**src/rtl/xchg_pkg.sv**
```systemverilog
`timescale 1ns/1ps
package xchg_pkg;
  // holding-register indices
  localparam int P_A_B1   = 0;
  localparam int P_A_B2   = 1;
  localparam int P_B1_A   = 2;
  localparam int P_B2_A   = 3;
  localparam int NUM_PATHS = 4;

  // port indices
  localparam int PORT_A   = 0;
  localparam int PORT_B1  = 1;
  localparam int PORT_B2  = 2;
  localparam int NUM_PORTS = 3;

  typedef struct packed {
    logic sel_b1;  // inbound select: 1 = B1 register
    logic a_off;   // A released
    logic b_off;   // B1/B2 released
  } ctrl_t;

  localparam ctrl_t CTRL_RESET = '{sel_b1: 1'b1, a_off: 1'b1, b_off: 1'b1};
endpackage

```
**src/rtl/xchg_keeper.sv**
```systemverilog
`timescale 1ns/1ps
module xchg_keeper #(
  parameter int W = 12
) (
  input  logic         clk,
  input  logic         rst,
  input  logic         ext_drv,
  input  logic [W-1:0] ext_val,
  input  logic         own_oe,
  input  logic [W-1:0] own_val,
  output logic [W-1:0] seen
);
  logic [W-1:0] hold_q;

  // external driver wins over own drive; otherwise the held level
  always_comb begin
    if (ext_drv)     seen = ext_val;
    else if (own_oe) seen = own_val;
    else             seen = hold_q;
  end

  always_ff @(posedge clk) begin
    if (rst) hold_q <= '0;
    else     hold_q <= seen;
  end

  // with nobody driving the pin, the input path keeps last cycle's level
  p_keep_level_r9: assert property (@(posedge clk) disable iff (rst)
    (!$past(rst) && !ext_drv && !own_oe) |-> (seen == $past(seen)));

  // an external driver is always what the input path reports
  p_ext_wins_r9: assert property (@(posedge clk) disable iff (rst)
    ext_drv |-> (seen == ext_val));
endmodule

```
**src/rtl/xchg_dreg.sv**
```systemverilog
`timescale 1ns/1ps
module xchg_dreg #(
  parameter int W = 12
) (
  input  logic         clk,
  input  logic         rst,
  input  logic         ld_n,
  input  logic [W-1:0] d,
  output logic [W-1:0] q
);
  always_ff @(posedge clk) begin
    if (rst)        q <= '0;
    else if (!ld_n) q <= d;
  end

  // a low strobe stores the presented word
  p_load_r4: assert property (@(posedge clk) disable iff (rst)
    (!$past(rst) && !$past(ld_n)) |-> (q == $past(d)));

  // a high strobe keeps the word
  p_hold_r5: assert property (@(posedge clk) disable iff (rst)
    (!$past(rst) && $past(ld_n)) |-> $stable(q));
endmodule

```
**src/rtl/xchg_ctrl.sv**
```systemverilog
`timescale 1ns/1ps
module xchg_ctrl
  import xchg_pkg::*;
(
  input  logic  clk,
  input  logic  rst,
  input  logic  rsel,
  input  logic  a_en_n,
  input  logic  b_en_n,
  output ctrl_t ctrl_q
);
  always_ff @(posedge clk) begin
    if (rst) ctrl_q <= CTRL_RESET;
    else begin
      ctrl_q.sel_b1 <= rsel;
      ctrl_q.a_off  <= a_en_n;
      ctrl_q.b_off  <= b_en_n;
    end
  end

  // select follows its input one edge later
  p_sel_lag_r6: assert property (@(posedge clk) disable iff (rst)
    !$past(rst) |-> (ctrl_q.sel_b1 == $past(rsel)));

  // A enable follows one edge later
  p_a_en_lag_r7: assert property (@(posedge clk) disable iff (rst)
    !$past(rst) |-> (ctrl_q.a_off == $past(a_en_n)));

  // shared B enable follows one edge later
  p_b_en_lag_r8: assert property (@(posedge clk) disable iff (rst)
    !$past(rst) |-> (ctrl_q.b_off == $past(b_en_n)));
endmodule

```
**src/rtl/xchg_bank_exchanger.sv**
```systemverilog
`timescale 1ns/1ps
module xchg_bank_exchanger
  import xchg_pkg::*;
#(
  parameter int W = 12
) (
  input  logic         clk,
  input  logic         rst,
  input  logic [W-1:0] a_in,
  input  logic         a_drv,
  output logic [W-1:0] a_out,
  output logic         a_oe,
  input  logic [W-1:0] b1_in,
  input  logic         b1_drv,
  output logic [W-1:0] b1_out,
  output logic         b1_oe,
  input  logic [W-1:0] b2_in,
  input  logic         b2_drv,
  output logic [W-1:0] b2_out,
  output logic         b2_oe,
  input  logic         ld_a_b1_n,
  input  logic         ld_a_b2_n,
  input  logic         ld_b1_a_n,
  input  logic         ld_b2_a_n,
  input  logic         rsel,
  input  logic         a_en_n,
  input  logic         b_en_n
);
  ctrl_t        ctrl_q;
  logic [W-1:0] path_q  [NUM_PATHS];
  logic         path_ld_n [NUM_PATHS];
  logic [W-1:0] seen    [NUM_PORTS];
  logic         ext_drv_v [NUM_PORTS];
  logic [W-1:0] ext_val_v [NUM_PORTS];
  logic         own_oe_v  [NUM_PORTS];
  logic [W-1:0] own_val_v [NUM_PORTS];

  // registered direction and select
  xchg_ctrl u_ctrl (
    .clk    (clk),
    .rst    (rst),
    .rsel   (rsel),
    .a_en_n (a_en_n),
    .b_en_n (b_en_n),
    .ctrl_q (ctrl_q)
  );

  // outputs come from registered state only
  assign a_out  = ctrl_q.sel_b1 ? path_q[P_B1_A] : path_q[P_B2_A];
  assign a_oe   = ~ctrl_q.a_off;
  assign b1_out = path_q[P_A_B1];
  assign b2_out = path_q[P_A_B2];
  assign b1_oe  = ~ctrl_q.b_off;
  assign b2_oe  = ~ctrl_q.b_off;

  // per-port pin model
  assign ext_drv_v[PORT_A]  = a_drv;
  assign ext_drv_v[PORT_B1] = b1_drv;
  assign ext_drv_v[PORT_B2] = b2_drv;
  assign ext_val_v[PORT_A]  = a_in;
  assign ext_val_v[PORT_B1] = b1_in;
  assign ext_val_v[PORT_B2] = b2_in;
  assign own_oe_v[PORT_A]   = a_oe;
  assign own_oe_v[PORT_B1]  = b1_oe;
  assign own_oe_v[PORT_B2]  = b2_oe;
  assign own_val_v[PORT_A]  = a_out;
  assign own_val_v[PORT_B1] = b1_out;
  assign own_val_v[PORT_B2] = b2_out;

  for (genvar k = 0; k < NUM_PORTS; k++) begin : g_port
    xchg_keeper #(.W(W)) u_keep (
      .clk     (clk),
      .rst     (rst),
      .ext_drv (ext_drv_v[k]),
      .ext_val (ext_val_v[k]),
      .own_oe  (own_oe_v[k]),
      .own_val (own_val_v[k]),
      .seen    (seen[k])
    );
  end

  assign path_ld_n[P_A_B1] = ld_a_b1_n;
  assign path_ld_n[P_A_B2] = ld_a_b2_n;
  assign path_ld_n[P_B1_A] = ld_b1_a_n;
  assign path_ld_n[P_B2_A] = ld_b2_a_n;

  for (genvar p = 0; p < NUM_PATHS; p++) begin : g_path
    logic [W-1:0] d_src;
    if (p == P_A_B1 || p == P_A_B2) begin : g_from_a
      assign d_src = seen[PORT_A];
    end else begin : g_from_b
      assign d_src = seen[p - 1];  // B1->A reads port B1, B2->A reads port B2
    end
    xchg_dreg #(.W(W)) u_reg (
      .clk  (clk),
      .rst  (rst),
      .ld_n (path_ld_n[p]),
      .d    (d_src),
      .q    (path_q[p])
    );
  end

  // state right after a reset edge
  p_reset_state_r1: assert property (@(posedge clk) disable iff (rst)
    $past(rst) |-> (!a_oe && !b1_oe && !b2_oe &&
                    a_out == '0 && b1_out == '0 && b2_out == '0));

  // both outbound strobes on one edge store one word in both
  p_dual_load_r3: assert property (@(posedge clk) disable iff (rst)
    (!$past(rst) && !$past(ld_a_b1_n) && !$past(ld_a_b2_n)) |-> (b1_out == b2_out));

  // with no edge-time change of state inputs, outputs hold
  p_no_comb_r10: assert property (@(posedge clk) disable iff (rst)
    (!$past(rst) && $past(ld_b1_a_n) && $past(ld_b2_a_n) &&
     $past(rsel) == ctrl_q.sel_b1 && $past(ctrl_q.sel_b1) == ctrl_q.sel_b1) |-> $stable(a_out));
endmodule

```
**config.mk**
```make
export PLATFORM = sky130hd
export DESIGN_NAME = xchg_bank_exchanger
export DESIGN_NICKNAME = d
export VERILOG_FILES = /design/src/rtl/xchg_pkg.sv /design/src/rtl/xchg_keeper.sv /design/src/rtl/xchg_dreg.sv /design/src/rtl/xchg_ctrl.sv /design/src/rtl/xchg_bank_exchanger.sv
export SDC_FILE = /design/constraint.sdc
export NUM_CORES = 1
export LEC_CHECK = 0
export BUFFER_PORTS_ARGS = -buffer_cell sky130_fd_sc_hd__buf_2
export CORE_MARGIN = 2
export CORE_UTILIZATION = 55
export DETAILED_ROUTE_END_ITERATION = 12
export GPL_TIMING_DRIVEN = 0
export PLACE_DENSITY = 0.92
export SETUP_SLACK_MARGIN = 0.1
export SYNTH_ARGS = -nofsm -noshare
export SYNTH_HDL_FRONTEND = slang
export SYNTH_SLANG_ARGS = --single-unit
```
**constraint.sdc**
```tcl
create_clock -name clk -period 2.2 [get_ports clk]
set_input_delay 0 -clock clk [delete_from_list [all_inputs] [get_ports clk]]
set_output_delay 0 -clock clk [all_outputs]
set_load 0.1 [all_outputs]
```
==> qor.txt, run 1 <==
WP data required: 2530 ps
Ports: 87
CP Class: register to register
Starting Density: 0.572
sequential power share: 0.435
CP Capture Point: g_path[3].u_reg.q[0]
max_cap viols: 0
worst min path class: input pin to register
worst r2r dst: g_path[3].u_reg.q[0]
CTS Buffer Depth: 2
core area: 0.00683 mm²
setup_tns: 0 ps
Port Buffers: 84
clock power share: 0.299
Iter 0 DRT Violations: 255
num rows: 30
library cells used by synthesis: 25
period utilization: 0.765
clock root cell: clkbuf_8
Cell Area, Placed: 0.00445 mm²
clock tree from TritonCTS: yes
RSZ-0062 raised after global routing: false
GRT Overall Usage: 0.332
CP Launch Point: g_path[1].u_reg.q[0]
Congestion Overflow GR: 0
Reg clk slew, reported paths: 90 ps
Final WS setup: 517 ps
Die X-Extent: 88.3 µm
CP arrival: 2010 ps
Tot Pwr: 0.00405 W
CTS resizes: 0
Placement Setup Slack: 831 ps
DR WL/cell: 19.6 µm
skew final: 12.5 ps
initial antenna violation count: 0
Synth Cell Area: 0.00391 mm²
Syn Inst Count: 404
Power Internal: 0.00264 W
sw power: 0.00141 W
# clock sinks: 87
Routed Antenna Nets: 0
Switching Share: 0.349
routed vias/inst: 6.15
leakage: 2.07 nW
postcts setup bufs: 0
worst vdd ir: 361 µV
sequential share of the synthesized area: 0.446
synthesized flop and latch total: 87
die height: 88.3 µm
largest net degree at the start of global routing: 15
Slew HR: 0.584
post-route cell area: 0.00512 mm²
crit-path max FO: 3
actual slew at the worst max-slew pin: 624 ps
yosys synthesis warning count: 0
vias in the first global route: 3881
Mapped Nets: 452
first-pass GRT wire length: 19.6 mm
fmax: 0.594 GHz
DRT Pass-1 Iters: 7
Skew-Pair Late Insertion Delay: 380 ps
critical path endpoint category: register
via count: 3965
combinational share of power: 0.265
R2R cell count: 4
RePlAce Congestion: 0.887
die area: 0.00780 mm²
R2R setup slack: 520 ps
final hold violations: 0
fillers: 450
r2r startpoint: g_path[1].u_reg.q[0]
final setup fails: 0
DRT Wirelength: 12.6 mm
post-layout util: 0.749
layout cells sized above 1: 0.291
status: completed
H-tree levels: 3
min Tclk post-route: 1680 ps
DRC viols: 0
P per Cell Area: 791 mW/mm²
Final HPWL DP: 8.40 mm
CTS Buf Count: 9
n_diodes: 0
syn avg cell area: 9.68 µm²
Max Slew Vio Count: 0
Final nets: 592
area grow syn2layout: 30.9%
CP startpoint kind: register
-- power by group through the flow --
| stage | combinational [W] | sequential [W] | clock (W) |
|---|---|---|---|
| 2_1_floorplan | 0.000533 | 0.00202 | 0 |
| 3_3_place_gp | 0.000961 | 0.00179 | 0 |
| 3_5_place_dp | 0.000983 | 0.00179 | 0 |
| 4_1_cts | 0.00105 | 0.00176 | 0.00119 |
| 5_1_grt | 0.00112 | 0.00177 | 0.00125 |
| 6_report | 0.00107 | 0.00176 | 0.00121 |
-- critical path: stages, from the launching register on --
cell and delay, ps:
dfxtp_1 390, nor2b_1 260, a211oi_1 100, o32ai_1 300, dlygate4sd3_1 580
-- layout make-up --
type,instances,area [µm²],share of cell area
multi-input combinational,275,1940,0.378
inverter,4,15.0,0.00293
sequential,87,1740,0.340
tap,96,120,0.0235
clock buffer,12,165,0.0323
timing repair buffer,129,871,0.170
clock inverter,4,52.6,0.0103
buffer,38,216,0.0423
-- how the worst min path moves through the flow --
stage,start,to,slack [ps],cells past startpoint
global placement,b_en_n,u_ctrl.ctrl_q[0],180,2
floorplan,b_en_n,u_ctrl.ctrl_q[0],100,1
finish,b2_drv,g_port[2].u_keep.hold_q[2],30,3
CTS,b2_drv,g_port[2].u_keep.hold_q[0],30,3
global route,b2_drv,g_port[2].u_keep.hold_q[0],50,3
detailed placement,rsel,u_ctrl.ctrl_q[2],190,2
-- routing by layer --
layer  up-vias  wire (µm)  global-route usage
met2       252       6050               0.530
met1      1872       4880               0.399
met4         0        497               0.200
met5         -          0                   0
li1       1774          -                   -
met3        67       1200              0.0933
-- cells by family (layout without fill, tap and decap cells) --
group	Yosys count	after routing	synth area share
buffers and inverters	42	187	0.0592
muxes	14	14	0.0493
DFF	87	87	0.446
AOI/OAI and AO/OA	118	118	0.256
and+or+nand+nor	143	143	0.190
-- repair_timing --
| item | 4_1_cts | 5_1_grt |
|---|---|---|
| endpoints found under the setup margin | 0 | 0 |
| hold endpoints to repair | 51 | 0 |
| hold buffers | 45 | 0 |
-- state kept, by name, summed over array words and instances, names as in the netlist --
signal and flops:
g_port.u_keep.hold_q 36, u_ctrl.ctrl_q 3, g_path.u_reg.q 48
-- stage by stage --
step / hold slack (ps) / cells
2_1_floorplan: 104 / 404
3_3_place_gp: 183 / 584
3_5_place_dp: 189 / 584
4_1_cts: 32.4 / 645
5_1_grt: 47.8 / 645
6_report: 28.8 / 645
-- cells in the final DEF, fill, tap and decap left out, types with 10 or more instances in the layout --
master and n:
nor2_1 14, o32ai_1 33, mux2_4 10, a211oi_1 39, o22ai_1 22, dfxtp_1 87, nor2b_1 60, clkbuf_1 12
nand2_1 36, dlygate4sd3_1 45, clkbuf_8 12, nor3_1 24, buf_2 98
-- cell usage after synthesis --
| cell type | n | share of area |
|---|---|---|
| buf_1 | 2 | 0.0019 |
| a211oi_1 | 39 | 0.075 |
| or2_1 | 2 | 0.0032 |
| buf_6 | 5 | 0.014 |
| mux2_2 | 2 | 0.0058 |
| buf_4 | 5 | 0.0096 |
| clkbuf_1 | 12 | 0.012 |
| mux2i_1 | 2 | 0.0051 |
| nor3_1 | 24 | 0.031 |
| o21bai_2 | 8 | 0.023 |
| or2_4 | 1 | 0.0022 |
| nand2b_1 | 3 | 0.0048 |
| mux2_4 | 10 | 0.038 |
| nand2_1 | 36 | 0.035 |
| o32ai_1 | 33 | 0.074 |
| inv_1 | 4 | 0.0038 |
| buf_2 | 14 | 0.018 |
| o21bai_1 | 4 | 0.0077 |
| a211oi_2 | 9 | 0.029 |
| dfxtp_1 | 87 | 0.45 |
| nor2_1 | 14 | 0.013 |
| o22ai_1 | 22 | 0.035 |
| o32ai_2 | 3 | 0.012 |
| nor2b_1 | 60 | 0.096 |
| or2_2 | 3 | 0.0048 |
Power figures use the tool's default switching activity.
==> run 2, diff against run 1 <==
Settings changed: CORE_UTILIZATION 55 to 49, PLACE_DENSITY 0.92 to 0.87.
Clock period 2.2 ns to 1.4 ns, I/O delays scaled along.
==> qor.txt, run 2 (synthesized netlist as in run 1, its figures left out) <==
clock tree from TritonCTS: yes
CTS Buffer Depth: 2
DRT Wirelength: 17.6 mm
CP startpoint kind: register
DRC viols: 0
Switching Share: 0.364
period utilization: 1.03
status: finished, violations left
largest net degree at the start of global routing: 14
Final WS setup: -42.0 ps
max FFs per register: 48
min Tclk post-route: 1440 ps
max_cap viols: 0
Reg with most FFs: g_path.u_reg.q
# clock sinks: 87
r2r startpoint: u_ctrl.ctrl_q[2]
CTS Buf Count: 9
CP Class: register to output pin
leakage: 2.43 nW
CP arrival: 1440 ps
Final nets: 621
vias in the first global route: 4082
Congestion Overflow GR: 0
RePlAce Congestion: 0.976
core area: 0.00773 mm²
Tot Pwr: 0.00690 W
crit-path max FO: 5
Reg clk slew, reported paths: 90 ps
area grow syn2layout: 62.1%
Slew HR: 0.346
most common cell after layout, fill and taps aside: buf_2
Iter 0 DRT Violations: 480
Port Buffers: 84
routed vias/inst: 6.74
Placement Setup Slack: -20.1 ps
Max Slew Vio Count: 0
R2R cell count: 5
via count: 4582
RSZ-0062 raised after global routing: true
Largest regs: g_path.u_reg.q (48), g_port.u_keep.hold_q (36), u_ctrl.ctrl_q (3)
Starting Density: 0.506
layout cells sized above 1: 0.516
clock power share: 0.259
critical path endpoint category: output pin
Skew-Pair Late Insertion Delay: 370 ps
final hold violations: 0
CP Launch Point: u_ctrl.ctrl_q[2]
actual slew at the worst max-slew pin: 981 ps
H-tree levels: 3
# placed instances: 590
num rows: 32
DRT Pass-1 Iters: 5
worst min path class: input pin to register
combinational share of power: 0.331
clock root cell: clkbuf_8
skew final: 11.5 ps
die height: 93.3 µm
P per Cell Area: 1090 mW/mm²
die area: 0.00871 mm²
sequential power share: 0.410
final setup fails: 17
failing checks: negative setup slack
worst r2r dst: g_path[0].u_reg.q[8]
Power Internal: 0.00439 W
n_diodes: 0
CP Capture Point: a_out[10]
first-pass GRT wire length: 22.2 mm
fmax: 0.693 GHz
Ports: 87
initial antenna violation count: 0
worst vdd ir: 701 µV
R2R setup slack: -20 ps
Finished Layout Cells: 680
Routed Antenna Nets: 0
WP data required: 1400 ps
commonest non-fill, non-tap cells in the layout: buf_2 (80), dfxtp_1 (60), dlygate4sd3_1 (44), nor2b_1 (40)
GRT Overall Usage: 0.332
DR WL/cell: 25.8 µm
Die X-Extent: 93.3 µm
sw power: 0.00251 W
Final HPWL DP: 8.64 mm
setup_tns: -297 ps
-- run 2: cell count changes in the layout (fill, tap and decap cells not counted), moves of 13 or more --
cell	previous run	this run
o32ai_1	33	20
dfxtp_2	0	25
a211oi_1	39	7
buf_4	5	19
a211oi_2	9	36
buf_2	98	80
buf_12	0	21
nor2b_1	60	40
o32ai_2	3	16
dfxtp_1	87	60
-- run 2: metal layers --
layer | up-vias | track usage | part of all wire
met1 | 2145 | 0.409 | 0.35
met5 | - | 0 | 0
met4 | 0 | 0.168 | 0.078
met2 | 455 | 0.553 | 0.45
li1 | 1833 | - | -
met3 | 149 | 0.0645 | 0.12
-- run 2: power groups by stage --
stage | clock network, W | logic, W | registers (W)
final | 0.00179 | 0.00228 | 0.00283
after global routing | 0.00183 | 0.00233 | 0.00283
after CTS | 0.00173 | 0.00192 | 0.00278
after detailed placement | 0 | 0.00159 | 0.00283
after global placement | 0 | 0.00156 | 0.00282
after floorplan | 0 | 0.000879 | 0.00319
-- run 2: per-stage QoR --
step	hold WS [ps]	utilization	cell area, µm²
floorplan	104	-	4020
global placement	186	0.591	4570
detailed placement	188	0.591	4570
CTS	3.86	0.741	5720
global route	36.0	0.820	6340
finish	17.9	0.820	6340
-- run 2: critical path, stage by stage (launching register included) --
cell and delay (ps):
dfxtp_4 410, buf_12 130, mux2_4 350, buf_12 180
-- run 2: worst min path at each step --
stage | startpoint | endpoint | cells after the start
after floorplan | rsel | u_ctrl.ctrl_q[2] | 1
after CTS | b2_in[4] | g_port[2].u_keep.hold_q[4] | 3
after detailed placement | a_en_n | u_ctrl.ctrl_q[1] | 2
final | a_drv | g_port[0].u_keep.hold_q[2] | 3
after global routing | a_drv | g_port[0].u_keep.hold_q[2] | 3
after global placement | b_en_n | u_ctrl.ctrl_q[0] | 2
-- run 2: what timing repair did --
item / 4_1_cts / 5_1_grt
endpoints found under the hold margin: 43 / 2
pin swaps: 14 / 34
setup endpoints to repair: 40 / 76
hold buffers: 42 / 2
setup buffers: 12 / 16
resized for setup: 106 / 90
cloned: 1 / 1
-- run 2: layout make-up --
class | count | area (µm²)
Buffer | 38 | 297
Clock buffer | 12 | 145
Clock inverter | 4 | 45.0
Fill cell | 370 | 1390
Inverter | 4 | 21.3
Multi-Input combinational cell | 275 | 2520
Sequential cell | 87 | 1780
Tap cell | 102 | 128
Timing Repair Buffer | 158 | 1400
==> run 3, diff against run 2 <==
--- a/config.mk
+++ b/config.mk
@@ -9,6 +9,6 @@
 export CORE_MARGIN = 2
-export CORE_UTILIZATION = 49
+export CORE_UTILIZATION = 48
 export DETAILED_ROUTE_END_ITERATION = 12
 export GPL_TIMING_DRIVEN = 0
-export PLACE_DENSITY = 0.87
+export PLACE_DENSITY = 0.86
 export SETUP_SLACK_MARGIN = 0.1
@@ -16,2 +16,3 @@
 export SYNTH_HDL_FRONTEND = slang
+export SYNTH_HIERARCHICAL = 1
 export SYNTH_SLANG_ARGS = --single-unit
==> constraint.sdc (replaced) <==
create_clock -name clk -period 1.4 [get_ports clk]
set_input_delay 0.14 -clock clk [delete_from_list [all_inputs] [get_ports clk]]
set_output_delay 0.14 -clock clk [all_outputs]
set_load 0.1 [all_outputs]
==> qor.txt, run 3 <==
die area: 0.00866 mm²
Synth Cell Area: 0.00381 mm²
R2R cell count: 6
crit path cell chain: buf_12, mux2_4, mux2i_4, a21oi_2, mux2i_1, nor2_1
ys async rst share: 0
die height: 93.0 µm
H-tree levels: 3
Ports: 87
Largest regs: g_path.u_reg/q (48), g_port.u_keep/hold_q (36), u_ctrl/ctrl_q (3)
CTS Buf Count: 9
min Tclk post-route: 1680 ps
hold path depth: 3
worst path bufs/invs: 1
EDFF count, synth: 0
Port Buffers: 86
Endpoint, Worst Hold: g_path[3].u_reg/q[11]
P per Cell Area: 1180 mW/mm²
actual slew at the worst max-slew pin: 853 ps
CP startpoint kind: register
period utilization: 1.20
initial antenna violation count: 0
area grow syn2layout: 60.1%
post-layout util: 0.793
via count: 3559
fillers: 427
skew final: 12.5 ps
library cells used by synthesis: 14
top cell type's share of synthesized area: 0.458
largest net degree at the start of global routing: 25
most instantiated cells after synthesis: dfxtp_1 (87), mux2i_1 (84), nor2_1 (48)
fmax: 0.596 GHz
n_diodes: 0
worst min path class: input pin to register
num rows: 32
status: finished, violations left
commonest non-fill, non-tap cells in the layout: dfxtp_1 (80), nor2_1 (48), mux2i_1 (47), buf_2 (47)
r2r startpoint: u_ctrl/ctrl_q[2]
layout cells sized above 1: 0.516
sequential power share: 0.395
Mapped Nets: 420
combinational share of power: 0.300
sw power: 0.00244 W
slowest library cell on the worst path: dfxtp_4
DR WL/cell: 21.7 µm
CP arrival: 1920 ps
clock tree from TritonCTS: yes
R2R setup slack: -280 ps
Max Slew Vio Count: 0
DRC viols: 0
first-pass GRT wire length: 17.2 mm
most common cell after layout, fill and taps aside: dfxtp_1
clock power share: 0.305
Routed Antenna Nets: 0
yosys synthesis warning count: 6
Final HPWL DP: 6.85 mm
failing checks: negative setup slack
Iter 0 DRT Violations: 229
cell family with most CP delay: multiplexers
CTS Buffer Depth: 2
Power Internal: 0.00474 W
WP data required: 1640 ps
Switching Share: 0.340
CP max stage delay: 400 ps
routed vias/inst: 5.78
most frequent cell after synthesis: dfxtp_1
syn avg cell area: 10.2 µm²
setup_tns: -7810 ps
final hold violations: 0
Reg with most FFs: g_path.u_reg/q
leakage: 2.43 nW
Starting Density: 0.495
sequential share of the synthesized area: 0.458
final setup fails: 66
worst vdd ir: 818 µV
critical path endpoint category: register
# clock sinks: 87
crit-path max FO: 5
Reg clk slew, reported paths: 90 ps
Final WS setup: -277 ps
RSZ-0062 raised after global routing: true
vias in the first global route: 3383
CP Class: register to register
clock root cell: clkbuf_8
Slew HR: 0.431
core area: 0.00769 mm²
DRT Pass-1 Iters: 5
synthesized flop and latch total: 87
Syn Inst Count: 372
Congestion Overflow GR: 0
Skew-Pair Late Insertion Delay: 370 ps
top_reg_cell synth: dfxtp_1
post-synth top area cell: dfxtp_1
GRT Overall Usage: 0.256
RePlAce Congestion: 0.839
hold slack: 102 ps
worst r2r dst: g_path[0].u_reg/q[3]
max_cap viols: 0
DRT Wirelength: 13.4 mm
max FFs per register: 48
Final nets: 557
Die X-Extent: 93.0 µm
top post-synthesis cells by area: dfxtp_1 (46%), mux2i_1 (22%), a211oi_1 (7.1%)
Hold Path Origin: ld_b2_a_n
-- run 3: changes by cell type in the layout (fill, tap and decap cells not counted), sizes merged, moves of 34 or more --
cell	before	now
o32ai	36	0
nand2	36	0
mux2i	2	84
a21oi	0	36
nor2	14	48
dlygate4sd3	44	3
-- run 3: how the worst max path moves through the flow --
stage | start | to | slack, ps | cells after the start
final | u_ctrl/ctrl_q[2] | g_path[0].u_reg/q[3] | -280 | 6
after global routing | u_ctrl/ctrl_q[2] | g_path[1].u_reg/q[8] | -300 | 6
after CTS | u_ctrl/ctrl_q[2] | g_path[0].u_reg/q[3] | -150 | 6
after detailed placement | u_ctrl/ctrl_q[2] | g_path[1].u_reg/q[2] | -180 | 6
after global placement | u_ctrl/ctrl_q[2] | g_path[1].u_reg/q[10] | -100 | 6
after floorplan | u_ctrl/ctrl_q[0] | g_path[2].u_reg/q[0] | -350 | 6
-- run 3: final cells by class --
type	instances	area [µm²]	share of cell area
Inverter	5	26.3	0.00431
Multi-Input combinational cell	255	2610	0.429
Tap cell	102	128	0.0209
Clock inverter	5	105	0.0172
Clock buffer	11	141	0.0232
Buffer	23	165	0.0271
Timing Repair Buffer	127	1150	0.189
Sequential cell	87	1760	0.288
Timing Repair inverter	1	7.51	0.00123
-- run 3: kinds of logic after synthesis --
kind of cell / synth area share
muxes: 0.266
DFF: 0.458
AOI/OAI and AO/OA: 0.118
buffers and inverters: 0.0464
and+or+nand+nor: 0.111
-- run 3: power by group through the flow --
stage | sequential (W) | clock [W] | combinational [W]
global placement | 0.00280 | 0 | 0.00143
CTS | 0.00278 | 0.00211 | 0.00180
global route | 0.00285 | 0.00226 | 0.00223
floorplan | 0.00314 | 0 | 0.000813
finish | 0.00284 | 0.00219 | 0.00215
detailed placement | 0.00281 | 0 | 0.00145
-- run 3: timing repair --
item,CTS,global route
setup buffers,21,18
setup endpoints to repair,76,100
hold endpoints to repair,3,0
resized for setup,135,116
cloned,3,1
hold buffers,3,0
pin swaps,5,21
-- run 3: through the flow --
step                setup slack, ps  total power (W)  instance area (µm²)  std cells
floorplan                      -347          0.00395                 3840        372
global placement               -101          0.00423                 4400        560
detailed placement             -179          0.00426                 4400        560
CTS                            -148          0.00669                 5440        603
global route                   -303          0.00734                 6090        616
finish                         -277          0.00718                 6090        616
-- run 3: worst register-to-register path: stages, from the launching register on --
cell,delay [ps]
dfxtp_4,400
buf_12,130
mux2_4,330
mux2i_4,200
a21oi_2,120
mux2i_1,290
nor2_1,90
-- run 3: per-layer routing --
layer / wire, µm / global-route usage
met1: 5080 / 0.301
met2: 7120 / 0.460
met3: 787 / 0.0500
met4: 406 / 0.100
met5: 0 / 0
